==> src/rtl/vrm_pkg.sv <==
package vrm_pkg;

  typedef enum logic {
    DIV_IDLE = 1'b0,
    DIV_RUN  = 1'b1
  } div_state_e;

  // Number of private windows that fit after the shared part, capped.
  function automatic int vp_fit(int phys, int shared_cnt, int priv_cnt, int max_vps);
    int q;
    if (priv_cnt == 0 || shared_cnt > phys) return 0;
    q = (phys - shared_cnt) / priv_cnt;
    return (q > max_vps) ? max_vps : q;
  endfunction

endpackage

==> src/rtl/vrm_cfg_regs.sv <==
module vrm_cfg_regs #(
  parameter int CFG_W       = 6,
  parameter int RST_SHARED  = 0,
  parameter int RST_PRIVATE = 8
) (
  input  logic             clk,
  input  logic             rst_n,
  input  logic             wr_en,
  input  logic [CFG_W-1:0] wr_shared,
  input  logic [CFG_W-1:0] wr_private,
  output logic [CFG_W-1:0] shared_q,
  output logic [CFG_W-1:0] private_q,
  output logic             lost_q
);

  logic [CFG_W-1:0] shared_d;
  logic [CFG_W-1:0] private_d;
  logic             lost_d;

  always_comb begin
    shared_d  = wr_shared;
    private_d = wr_private;
    lost_d    = wr_en;
  end

  always_ff @(posedge clk or negedge rst_n) begin
    if (!rst_n) begin
      shared_q  <= CFG_W'(RST_SHARED);
      private_q <= CFG_W'(RST_PRIVATE);
      lost_q    <= 1'b0;
    end else begin
      lost_q <= lost_d;
      if (wr_en) begin
        shared_q  <= shared_d;
        private_q <= private_d;
      end
    end
  end

endmodule

==> src/rtl/vrm_vp_divider.sv <==
module vrm_vp_divider #(
  parameter int DW        = 6,
  parameter int CNT_W     = 8,
  parameter int MAX_VPS   = 128,
  parameter int RST_COUNT = 4
) (
  input  logic             clk,
  input  logic             rst_n,
  input  logic             start,
  input  logic [DW-1:0]    dividend,
  input  logic [DW-1:0]    divisor,
  output logic             ready,
  output logic [CNT_W-1:0] quotient
);
  import vrm_pkg::*;

  localparam int SCW = $clog2(DW + 1);
  localparam int XW  = CNT_W + DW;

  div_state_e       state_q, state_d;
  logic [DW:0]      rem_q, rem_d;
  logic [DW-1:0]    quo_q, quo_d;
  logic [DW-1:0]    dvs_q, dvs_d;
  logic [SCW-1:0]   steps_q, steps_d;
  logic [CNT_W-1:0] res_q, res_d;
  logic             clk_en;

  logic [DW:0]      trial;
  logic [DW:0]      rem_step;
  logic [DW-1:0]    quo_step;
  logic [XW-1:0]    quo_ext;
  logic             fits;

  // One restoring-division step: shift in the next dividend bit, try to subtract.
  always_comb begin
    trial    = {rem_q[DW-1:0], quo_q[DW-1]};
    fits     = (trial >= {1'b0, dvs_q});
    rem_step = fits ? (trial - {1'b0, dvs_q}) : trial;
    quo_step = {quo_q[DW-2:0], fits};
    quo_ext  = {{CNT_W{1'b0}}, quo_step};
  end

  always_comb begin
    state_d = state_q;
    rem_d   = rem_q;
    quo_d   = quo_q;
    dvs_d   = dvs_q;
    steps_d = steps_q;
    res_d   = res_q;
    if (start) begin
      state_d = DIV_RUN;
      rem_d   = '0;
      quo_d   = dividend;
      dvs_d   = divisor;
      steps_d = SCW'(DW);
    end else if (state_q == DIV_RUN) begin
      rem_d   = rem_step;
      quo_d   = quo_step;
      steps_d = steps_q - 1'b1;
      if (steps_q == SCW'(1)) begin
        state_d = DIV_IDLE;
        if (dvs_q == '0)
          res_d = '0;
        else if (quo_ext > XW'(MAX_VPS))
          res_d = CNT_W'(MAX_VPS);
        else
          res_d = quo_ext[CNT_W-1:0];
      end
    end
  end

  assign clk_en = start || (state_q == DIV_RUN);

  always_ff @(posedge clk or negedge rst_n) begin
    if (!rst_n) begin
      state_q <= DIV_IDLE;
      rem_q   <= '0;
      quo_q   <= '0;
      dvs_q   <= '0;
      steps_q <= '0;
      res_q   <= CNT_W'(RST_COUNT);
    end else if (clk_en) begin
      state_q <= state_d;
      rem_q   <= rem_d;
      quo_q   <= quo_d;
      dvs_q   <= dvs_d;
      steps_q <= steps_d;
      res_q   <= res_d;
    end
  end

  assign ready    = (state_q == DIV_IDLE);
  assign quotient = res_q;

  // a start always takes the divider out of the ready state next cycle
  p_busy_after_start_r3: assert property (@(posedge clk) disable iff (!rst_n)
    start |=> !ready);

  // the count does not move while idle and no write arrives
  p_hold_count_r2: assert property (@(posedge clk) disable iff (!rst_n)
    (ready && !start) |=> $stable(quotient));

endmodule

==> src/rtl/vrm_addr_xlate.sv <==
module vrm_addr_xlate #(
  parameter int IDX_W  = 5,
  parameter int CFG_W  = 6,
  parameter int SLOT_W = 7,
  parameter int CNT_W  = 8
) (
  input  logic              enable,
  input  logic [CFG_W-1:0]  shared_cnt,
  input  logic [CFG_W-1:0]  private_cnt,
  input  logic [CNT_W-1:0]  vp_limit,
  input  logic [SLOT_W-1:0] slot,
  input  logic [IDX_W-1:0]  lreg,
  output logic [IDX_W-1:0]  pidx,
  output logic              valid,
  output logic              err
);

  localparam int MW = SLOT_W + CFG_W + CNT_W + 1;

  logic [MW-1:0] slot_w, lreg_w, sh_w, pr_w, lim_w;
  logic [MW-1:0] window_idx;
  logic          slot_ok, reg_ok, is_shared;

  always_comb begin
    slot_w     = MW'(slot);
    lreg_w     = MW'(lreg);
    sh_w       = MW'(shared_cnt);
    pr_w       = MW'(private_cnt);
    lim_w      = MW'(vp_limit);
    slot_ok    = slot_w < lim_w;
    reg_ok     = lreg_w < (sh_w + pr_w);
    is_shared  = lreg_w < sh_w;
    window_idx = sh_w + slot_w * pr_w + (lreg_w - sh_w);

    pidx  = '0;
    valid = 1'b0;
    err   = 1'b0;
    if (enable) begin
      if (!(slot_ok && reg_ok)) begin
        err = 1'b1;
      end else begin
        valid = 1'b1;
        pidx  = is_shared ? lreg : window_idx[IDX_W-1:0];
      end
    end
  end

endmodule

==> src/rtl/vrm_reg_mapper.sv <==
module vrm_reg_mapper #(
  parameter int PHYS_REGS   = 32,
  parameter int MAX_VPS     = 128,
  parameter int RST_SHARED  = 0,
  parameter int RST_PRIVATE = 8,
  localparam int IDX_W  = $clog2(PHYS_REGS),
  localparam int CFG_W  = IDX_W + 1,
  localparam int SLOT_W = $clog2(MAX_VPS),
  localparam int CNT_W  = $clog2(MAX_VPS + 1)
) (
  input  logic              clk,
  input  logic              rst_n,
  input  logic              cfg_we,
  input  logic [CFG_W-1:0]  cfg_shared,
  input  logic [CFG_W-1:0]  cfg_private,
  input  logic [SLOT_W-1:0] vp_slot,
  input  logic [IDX_W-1:0]  log_reg,
  output logic [IDX_W-1:0]  phys_idx,
  output logic              idx_valid,
  output logic              acc_err,
  output logic [CNT_W-1:0]  vp_count,
  output logic              cfg_ready,
  output logic              state_lost
);

  localparam int RST_COUNT = vrm_pkg::vp_fit(PHYS_REGS, RST_SHARED, RST_PRIVATE, MAX_VPS);
  localparam int AW        = CNT_W + CFG_W + 1;

  logic [CFG_W-1:0] shared_q, private_q;
  logic [CFG_W-1:0] free_regs;

  vrm_cfg_regs #(
    .CFG_W      (CFG_W),
    .RST_SHARED (RST_SHARED),
    .RST_PRIVATE(RST_PRIVATE)
  ) cfg_i (
    .clk       (clk),
    .rst_n     (rst_n),
    .wr_en     (cfg_we),
    .wr_shared (cfg_shared),
    .wr_private(cfg_private),
    .shared_q  (shared_q),
    .private_q (private_q),
    .lost_q    (state_lost)
  );

  // Registers left for private windows; none when the shared part overflows.
  logic [CFG_W-1:0] free_in;
  always_comb begin
    free_in   = (cfg_shared > CFG_W'(PHYS_REGS)) ? '0 : (CFG_W'(PHYS_REGS) - cfg_shared);
    free_regs = (shared_q > CFG_W'(PHYS_REGS)) ? '0 : (CFG_W'(PHYS_REGS) - shared_q);
  end

  vrm_vp_divider #(
    .DW       (CFG_W),
    .CNT_W    (CNT_W),
    .MAX_VPS  (MAX_VPS),
    .RST_COUNT(RST_COUNT)
  ) div_i (
    .clk     (clk),
    .rst_n   (rst_n),
    .start   (cfg_we),
    .dividend(free_in),
    .divisor (cfg_private),
    .ready   (cfg_ready),
    .quotient(vp_count)
  );

  vrm_addr_xlate #(
    .IDX_W (IDX_W),
    .CFG_W (CFG_W),
    .SLOT_W(SLOT_W),
    .CNT_W (CNT_W)
  ) xlate_i (
    .enable     (cfg_ready),
    .shared_cnt (shared_q),
    .private_cnt(private_q),
    .vp_limit   (vp_count),
    .slot       (vp_slot),
    .lreg       (log_reg),
    .pidx       (phys_idx),
    .valid      (idx_valid),
    .err        (acc_err)
  );

  // every write is followed by the state-loss pulse
  p_lost_after_write_r4: assert property (@(posedge clk) disable iff (!rst_n)
    cfg_we |=> state_lost);

  // no pulse without a write on the previous edge
  p_lost_only_on_write_r4: assert property (@(posedge clk) disable iff (!rst_n)
    !cfg_we |=> !state_lost);

  // the computed windows never overrun the file
  p_count_fits_r2: assert property (@(posedge clk) disable iff (!rst_n)
    (cfg_ready && private_q != '0) |->
      (AW'(vp_count) * AW'(private_q) <= AW'(free_regs)));

  // translation is quiet while the count is being computed
  p_quiet_while_busy_r8: assert property (@(posedge clk) disable iff (!rst_n)
    !cfg_ready |-> (!idx_valid && !acc_err && phys_idx == '0));

  // valid and error are exclusive
  p_valid_excl_err_r7: assert property (@(posedge clk) disable iff (!rst_n)
    !(idx_valid && acc_err));

endmodule

==> config.mk <==
export PLATFORM = sky130hd
export DESIGN_NAME = vrm_reg_mapper
export DESIGN_NICKNAME = d
export VERILOG_FILES = /design/src/rtl/vrm_pkg.sv /design/src/rtl/vrm_cfg_regs.sv /design/src/rtl/vrm_vp_divider.sv /design/src/rtl/vrm_addr_xlate.sv /design/src/rtl/vrm_reg_mapper.sv
export SDC_FILE = /design/constraint.sdc
export NUM_CORES = 1
export LEC_CHECK = 0
export CAP_MARGIN = 40
export CORE_ASPECT_RATIO = 0.6
export CORE_MARGIN = 3
export CORE_UTILIZATION = 30
export CTS_CLUSTER_SIZE = 25
export DETAILED_ROUTE_END_ITERATION = 6
export HOLD_SLACK_MARGIN = 0.05
export PLACE_DENSITY = 0.61
export SLEW_MARGIN = 5
export SYNTH_ARGS = -nofsm -noshare
export SYNTH_HDL_FRONTEND = slang
export SYNTH_SLANG_ARGS = --single-unit
export TNS_END_PERCENT = 5
==> constraint.sdc <==
create_clock -name clk -period 7.4 [get_ports clk]
set_input_delay 1.48 -clock clk [delete_from_list [all_inputs] [get_ports clk]]
set_output_delay 1.48 -clock clk [all_outputs]
set_load 0.1 [all_outputs]
==> impl_metrics.csv, run 1 <==
group,metric,value,unit
synth,async_flop_share,100,%
power,p_per_area,295,mW/mm2
synth,synth.top_cell.area_share,30.3,%
clock_network,cts_max_level,2,
place,pre_cts_slack,0.0985,ns
setup_path,critPathLaunch,"vp_slot[3]",
sta,fmax,139,MHz
layout,finish.utilization,41.1,%
sta,hold_viol_final,0,
clock_network,clk_path_buf_depth,2,
clock_network,hold_buffers,0,
sta,period_needed,7.19,ns
setup_path,path_cells,"clkdlybuf4s50_1, nand2_1, fa_1, inv_1, ha_1, inv_1, fa_1, fa_1, fa_1, xnor2_1, xnor2_1, xnor2_1, xnor2_1, mux2i_1, nor3_2, buf_12",
layout,fin_nets,483,
floorplan,std_cell_rows,28,
layout,fill_cells,982,
synth,synth_cell_types,48,
drt,ant_nets,0,
synth,avgSynthCellArea,9.21,um2
sta,slew_violations,0,
synth,synth_edf_count,0,
setup_path,critPathKind,"input port to output port",
drt,drt-total-wl,8850,um
drt,dr.first_iter.drc_count,192,
power,peakVddDrop,0.000196,V
sta,period_share,97.1,%
setup_path,critPathArrivalTime,5.71,ns
setup_path,r2r-start,"div_i.dvs_q[1]",
synth,ys.flop_type,"dfrtp_1",
clock_network,clk_pin_slew_worst_paths,0.06,ns
layout,drive_gt1_share,10.4,%
global_route,grt_use_met1,26.6,%
drt,drt_pass1_iterations,4,
synth,netlist_area,0.00322,mm2
min_path,hp-class,"flip-flop to flip-flop",
setup_path,crit_path_max_fanout,3,
synth,ys_top_cells_by_count,"inv_1 (50), dfrtp_1 (39), ha_1 (38), nand2_1 (36), o21ai_0 (27)",
layout,ff_latch_area,0.00103,mm2
clock_network,clockRootBuffer,"clkbuf_16",
setup_path,rr_endpoint,"div_i.rem_q[3]",
global_route,grt_max_degree,52,
clock_network,cts_num_sinks,41,
sta,setup_viol,0,
job,drv_cap,0,
run_status,outcome,"completed",
global_route,grt_pass1_vias,2600,
setup_path,crit_end,"phys_idx[4]",
sta,slew_headroom,47.1,%
power,p_leak,1.97,nW
setup_path,rrSetupSlack,5.16,ns
floorplan,start_util,31.7,%
sta,fin_hold_ws,0.502,ns
synth,netlist.top_cell.by_area,"dfrtp_1",
floorplan,fp.dieW,140,um
setup_path,startpoint_type,"input port",
synth,synth_area_leaders,"dfrtp_1 (30%), ha_1 (15%), fa_1 (8.7%), inv_1 (5.8%), xnor2_1 (4.6%)",
sta,worst_slack,0.213,ns
setup_path,crit_path_max_incr_delay,0.56,ns
place,placement.cell_area,0.00399,mm2
global_route,grtUsageTotal,15.3,%
setup_path,worst-r2r-cell-count,8,
layout,multi_input_area,0.00198,mm2
layout,fin_area,0.00417,mm2
synth,syn_inst,350,
place,hpwl,7150,um
floorplan,die_area,0.0121,mm2
global_route,grt_pass1_wl,14300,um
setup_path,end_kind,"output port",
place,port-buffer-count,41,
clock_network,insertion_delay,0.29,ns
global_route,grtUsageMet2,17.7,%
drt,route.detailed.drc,0,
layout,antenna_cells,0,
sta,fin_skew,0.00497,ns
synth,yosysMostFrequentCell,"inv_1",
sta,worstMarginPinSlew,0.787,ns
floorplan,core_area,0.0102,mm2
drt,vias_per_cell,4.85,
clock_network,cts_tree,"done",
drt,wl_per_cell,16.4,um
global_route,grt.overflow.total,0,
clock_network,cts_buffers,5,
place,routabilityCongestion,0.910,
drt,vias,2619,
sta,rsz0062_at_grt,"no",
setup_path,crit_required,5.92,ns
floorplan,io_pins,44,
synth,ys_warn_count,0,
layout,area_growth,29.5,%
setup_path,cp_slowest_cell,"clkdlybuf4s50_1",
global_route,grt_use_met3,3.69,%
global_route,top_usage_layer,"met1",
floorplan,die_h,86.3,um
global_route,antenna_found_initial,0,
synth,ys_seq_elements,41,
synth,ys_seq_area_share,31.9,%
==> registers in the layout, indices dropped and copies added (netlist names) <==
| signal | count |
|---|---|
| cfg_i.private_q | 6 |
| div_i.dvs_q | 6 |
| div_i.rem_q | 6 |
| cfg_i.lost_q | 1 |
| cfg_i.shared_q | 6 |
| div_i.state_q | 1 |
| div_i.quo_q | 6 |
| div_i.steps_q | 3 |
| div_i.quotient | 6 |
==> worst min path at each step <==
stage                              start  slack (ns)  depth (start not counted)             end
after CTS                 div_i.rem_q[5]        0.50                          2  div_i.rem_q[5]
after floorplan           div_i.rem_q[5]        0.44                          2  div_i.rem_q[5]
after detailed placement  div_i.rem_q[5]        0.48                          2  div_i.rem_q[5]
after global placement    div_i.rem_q[5]        0.47                          2  div_i.rem_q[5]
after global routing      div_i.rem_q[5]        0.55                          2  div_i.rem_q[5]
final                     div_i.rem_q[5]        0.50                          2  div_i.rem_q[5]
==> area by class of cell <==
| cell class | count | share of cell area [%] |
|---|---|---|
| clock buffer | 7 | 3.42 |
| inverter | 50 | 4.50 |
| clock inverter | 1 | 0.719 |
| timing repair buffer | 56 | 15.3 |
| sequential | 41 | 24.6 |
| tap | 135 | 4.05 |
| multi-input combinational | 250 | 47.4 |
==> cell usage in the layout (no fill, tap or decap), types with 2 or more instances in the layout <==
cell type | netlist | final
o21ai_1 | 2 | 2
inv_1 | 50 | 50
a21o_1 | 5 | 5
dfrtp_1 | 39 | 39
o311ai_0 | 2 | 2
nand2b_1 | 6 | 6
nor2_1 | 19 | 19
and2_1 | 5 | 5
a21oi_1 | 10 | 10
xnor2_1 | 17 | 17
clkbuf_16 | 0 | 5
o21ai_0 | 27 | 27
nor2b_1 | 2 | 2
a311oi_1 | 3 | 3
xor2_1 | 3 | 3
clkdlybuf4s50_1 | 0 | 32
fa_2 | 0 | 2
nand3_1 | 2 | 2
o22ai_1 | 9 | 9
buf_4 | 2 | 7
nand2_1 | 36 | 35
nand3b_1 | 2 | 2
nor3b_1 | 3 | 3
mux2i_1 | 9 | 9
buf_8 | 0 | 9
fa_1 | 14 | 12
dfstp_2 | 2 | 2
buf_12 | 0 | 3
ha_1 | 38 | 38
conb_1 | 1 | 2
nor3_1 | 8 | 7
nand4_1 | 4 | 4
dlymetal6s2s_1 | 0 | 3
o21a_1 | 2 | 2
or2_2 | 3 | 3
==> power breakdown <==
group / leakage [nW] / internal, mW / total [mW] / switching, mW
clock: 0.0841 / 0.169 / 0.262 / 0.0937
combinational: 1.39 / 0.276 / 0.655 / 0.379
sequential: 0.492 / 0.272 / 0.315 / 0.0430
==> per-stage QoR <==
stage / total power [mW] / std cells / TNS (ns)
after floorplan: 0.763 / 351 / -0.439
after global placement: 0.917 / 521 / 0
after detailed placement: 0.969 / 532 / 0
after CTS: 1.24 / 540 / 0
after global routing: 1.32 / 540 / 0
final: 1.23 / 540 / 0
==> cell families after synthesis <==
group / count (synthesis) / synth area share [%]
compound gates: 72 / 14.4
other cells: 1 / 0.116
xor+xnor: 21 / 6.13
mux: 10 / 3.14
flops: 41 / 31.9
fa+ha+maj: 52 / 23.4
simple gates: 93 / 13.6
buf+inv: 60 / 7.22
==> per-layer routing <==
| layer | up-vias | wire length (um) | part of all wire, % |
|---|---|---|---|
| li1 | 1293 | - | - |
| met1 | 1247 | 5220 | 59 |
| met2 | 71 | 3060 | 35 |
| met3 | 8 | 492 | 5.6 |
| met4 | 0 | 74 | 0.84 |
| met5 | - | 0 | 0 |
==> worst max-delay path: cells and delay by family <==
kind                     cells  cell delay [ns]
XOR/XNOR                     4             0.65
adder cells (fa/ha/maj)      5             2.23
buffers and inverters        4             0.86
multiplexers                 1             0.11
AND/OR/NAND/NOR              2             0.37
==> repair_timing <==
item,4_1_cts,5_1_grt
setup buffers,0,0
endpoints found under the setup margin,0,1
gates resized for setup,0,6
Note: power is estimated with default switching activity, not from simulation.
==> run 2, diff against run 1 <==
--- a/config.mk
+++ b/config.mk
@@ -8,11 +8,12 @@
 export CAP_MARGIN = 40
 export CORE_ASPECT_RATIO = 0.6
 export CORE_MARGIN = 3
-export CORE_UTILIZATION = 30
+export CORE_UTILIZATION = 58
 export CTS_CLUSTER_SIZE = 25
 export DETAILED_ROUTE_END_ITERATION = 6
+export DONT_BUFFER_PORTS = 1
 export HOLD_SLACK_MARGIN = 0.05
-export PLACE_DENSITY = 0.61
+export PLACE_DENSITY = 0.86
 export SLEW_MARGIN = 5
 export SYNTH_ARGS = -nofsm -noshare
 export SYNTH_HDL_FRONTEND = slang
==> run 2 against run 1 <==
Against the previous run:
- die area shrank 46%
- largest cell class unchanged
- maximum frequency grew 5.2%
- register-to-register slack lost 0.05 ns
- critical path type unchanged
==> impl_metrics.csv, run 2 (same netlist as run 1, synthesis figures left out) <==
group,metric,value,unit
floorplan,start_util,61.9,%
global_route,grt.overflow.total,0,
floorplan,die_area,0.00652,mm2
clock_network,hold_buffers,0,
power,p_per_area,298,mW/mm2
run_status,outcome,"completed",
global_route,grt_pass1_vias,2644,
setup_path,startpoint_type,"input port",
layout,fin_nets,441,
power,power.total,1.10,mW
clock_network,cts_num_sinks,41,
global_route,grt_pass1_wl,13200,um
clock_network,clk_pin_slew_worst_paths,0.08,ns
clock_network,cts_tree,"done",
sta,period_needed,6.83,ns
setup_path,crit_buf_inv,3,
drt,vias,2608,
layout,final_common_cell,"inv_1",
job,drv_cap,0,
layout,fill_cells,391,
sta,fmax,146,MHz
floorplan,io_pins,44,
setup_path,crit_path_max_fanout,6,
sta,period_share,92.3,%
setup_path,path_cells,"nand2_1, fa_1, inv_1, ha_1, fa_1, fa_1, ha_1, inv_1, fa_1, xnor2_1, xnor2_1, xnor2_1, xnor2_1, mux2i_1, nor3_4, buf_4",
sta,fin_skew,0.0115,ns
layout,antenna_cells,0,
sta,slew_violations,0,
drt,vias_per_cell,6.08,
place,dp.cells,421,
min_path,hp-class,"flip-flop to flip-flop",
floorplan,fp.dieW,102,um
setup_path,critPathKind,"input port to output port",
setup_path,end_kind,"output port",
sta,worstMarginPinSlew,0.869,ns
clock_network,cts_buffers,5,
clock_network,cts_max_level,2,
floorplan,core_area,0.00520,mm2
layout,drive_gt1_share,9.92,%
place,hpwl,6580,um
place,routabilityCongestion,0.903,
drt,dr.first_iter.drc_count,182,
global_route,grtUsageTotal,26.8,%
clock_network,postCtsResizedCells,0,
setup_path,critPathArrivalTime,5.35,ns
place,port-buffer-count,0,
sta,hold_viol_final,0,
setup_path,crit_path_max_incr_delay,0.56,ns
global_route,antenna_found_initial,0,
drt,route.detailed.drc,0,
drt,drt_pass1_iterations,5,
setup_path,path_delay_family,"adder cells",
drt,ant_nets,0,
drt,wl_per_cell,19.1,um
setup_path,crit_required,5.92,ns
place,pre_cts_slack,0.599,ns
setup_path,cp_slowest_cell,"fa_1",
sta,slew_headroom,41.6,%
sta,setup_viol,0,
layout,final_cell_mix,"inv_1 (50), dfrtp_1 (39), ha_1 (38), nand2_1 (36), o21ai_0 (27)",
sta,worst_slack,0.568,ns
layout,finish.utilization,70.7,%
sta,rsz0062_at_grt,"no",
floorplan,std_cell_rows,20,
clock_network,clk_path_buf_depth,2,
power,p_leak,1.77,nW
clock_network,clockRootBuffer,"clkbuf_8",
global_route,grt_max_degree,52,
drt,drt-total-wl,8190,um
layout,area_growth,14.2,%
floorplan,die_h,63.7,um
clock_network,insertion_delay,0.30,ns
clock_network,cts_setup_buffers,0,
layout,final_cells,429,
power,peakVddDrop,0.000122,V
[run 2: worst reg2reg max path, stage by stage (launching register included)]
cell and delay, ns:
dfrtp_1 0.42, inv_1 0.09, ha_1 0.31, nor2b_1 0.13
o21ai_1 0.20, a21boi_2 0.12, o31ai_2 0.42, a21oi_1 0.12
a2111oi_0 0.36
[run 2: per-stage QoR]
stage	area (um2)	setup TNS (ns)	hold WS, ns
finish	3680	0	0.500
CTS	3680	0	0.498
floorplan	3230	-0.439	0.444
global placement	3420	0	0.476
detailed placement	3600	0	0.478
global route	3680	0	0.548
[run 2: layout make-up]
type / instances / area [um2] / share of cell area (%)
timing repair buffer: 14 / 303 / 8.22
tap: 66 / 82.6 / 2.24
sequential: 41 / 1030 / 27.9
inverter: 50 / 188 / 5.10
clock buffer: 7 / 76.3 / 2.07
multi-input combinational: 250 / 2000 / 54.3
clock inverter: 1 / 5.00 / 0.136
[run 2: where the power goes]
part	leakage (nW)	total [mW]	internal [mW]	switching, mW
Clock	0.0422	0.146	0.0663	0.0796
Sequential	0.492	0.341	0.272	0.0686
Combinational	1.24	0.612	0.263	0.349
[run 2: worst paths after layout]
check | startpoint | to | slack (ns) | cells after the start
setup reg to reg | div_i.dvs_q[1] | div_i.rem_q[3] | 5.11 | 8
min in group asynchronous | rst_n | div_i.dvs_q[3] | 0.86 | 0
max in group asynchronous | rst_n | div_i.quotient[2] | 6.36 | 0
hold reg to reg | div_i.rem_q[5] | div_i.rem_q[5] | 0.50 | 2
hold / removal | div_i.rem_q[5] | div_i.rem_q[5] | 0.50 | 2
setup / recovery | vp_slot[0] | phys_idx[4] | 0.57 | 16
[run 2: layer usage]
layer,up-vias,track usage (%),share of wire [%]
li1,1207,-,-
met1,1250,39.0,45
met3,16,11.5,12
met2,135,36.6,41
met5,-,0,0
met4,0,6.55,1.6
==> run 3, diff against run 2 <==
--- a/config.mk
+++ b/config.mk
@@ -14,7 +14,7 @@
 export DONT_BUFFER_PORTS = 1
 export HOLD_SLACK_MARGIN = 0.05
 export PLACE_DENSITY = 0.86
-export SLEW_MARGIN = 5
+export SLEW_MARGIN = 0
 export SYNTH_ARGS = -nofsm -noshare
 export SYNTH_HDL_FRONTEND = slang
 export SYNTH_SLANG_ARGS = --single-unit
==> results of run 3 <==
Final layout, timing and power as in run 2 (identical DEF).
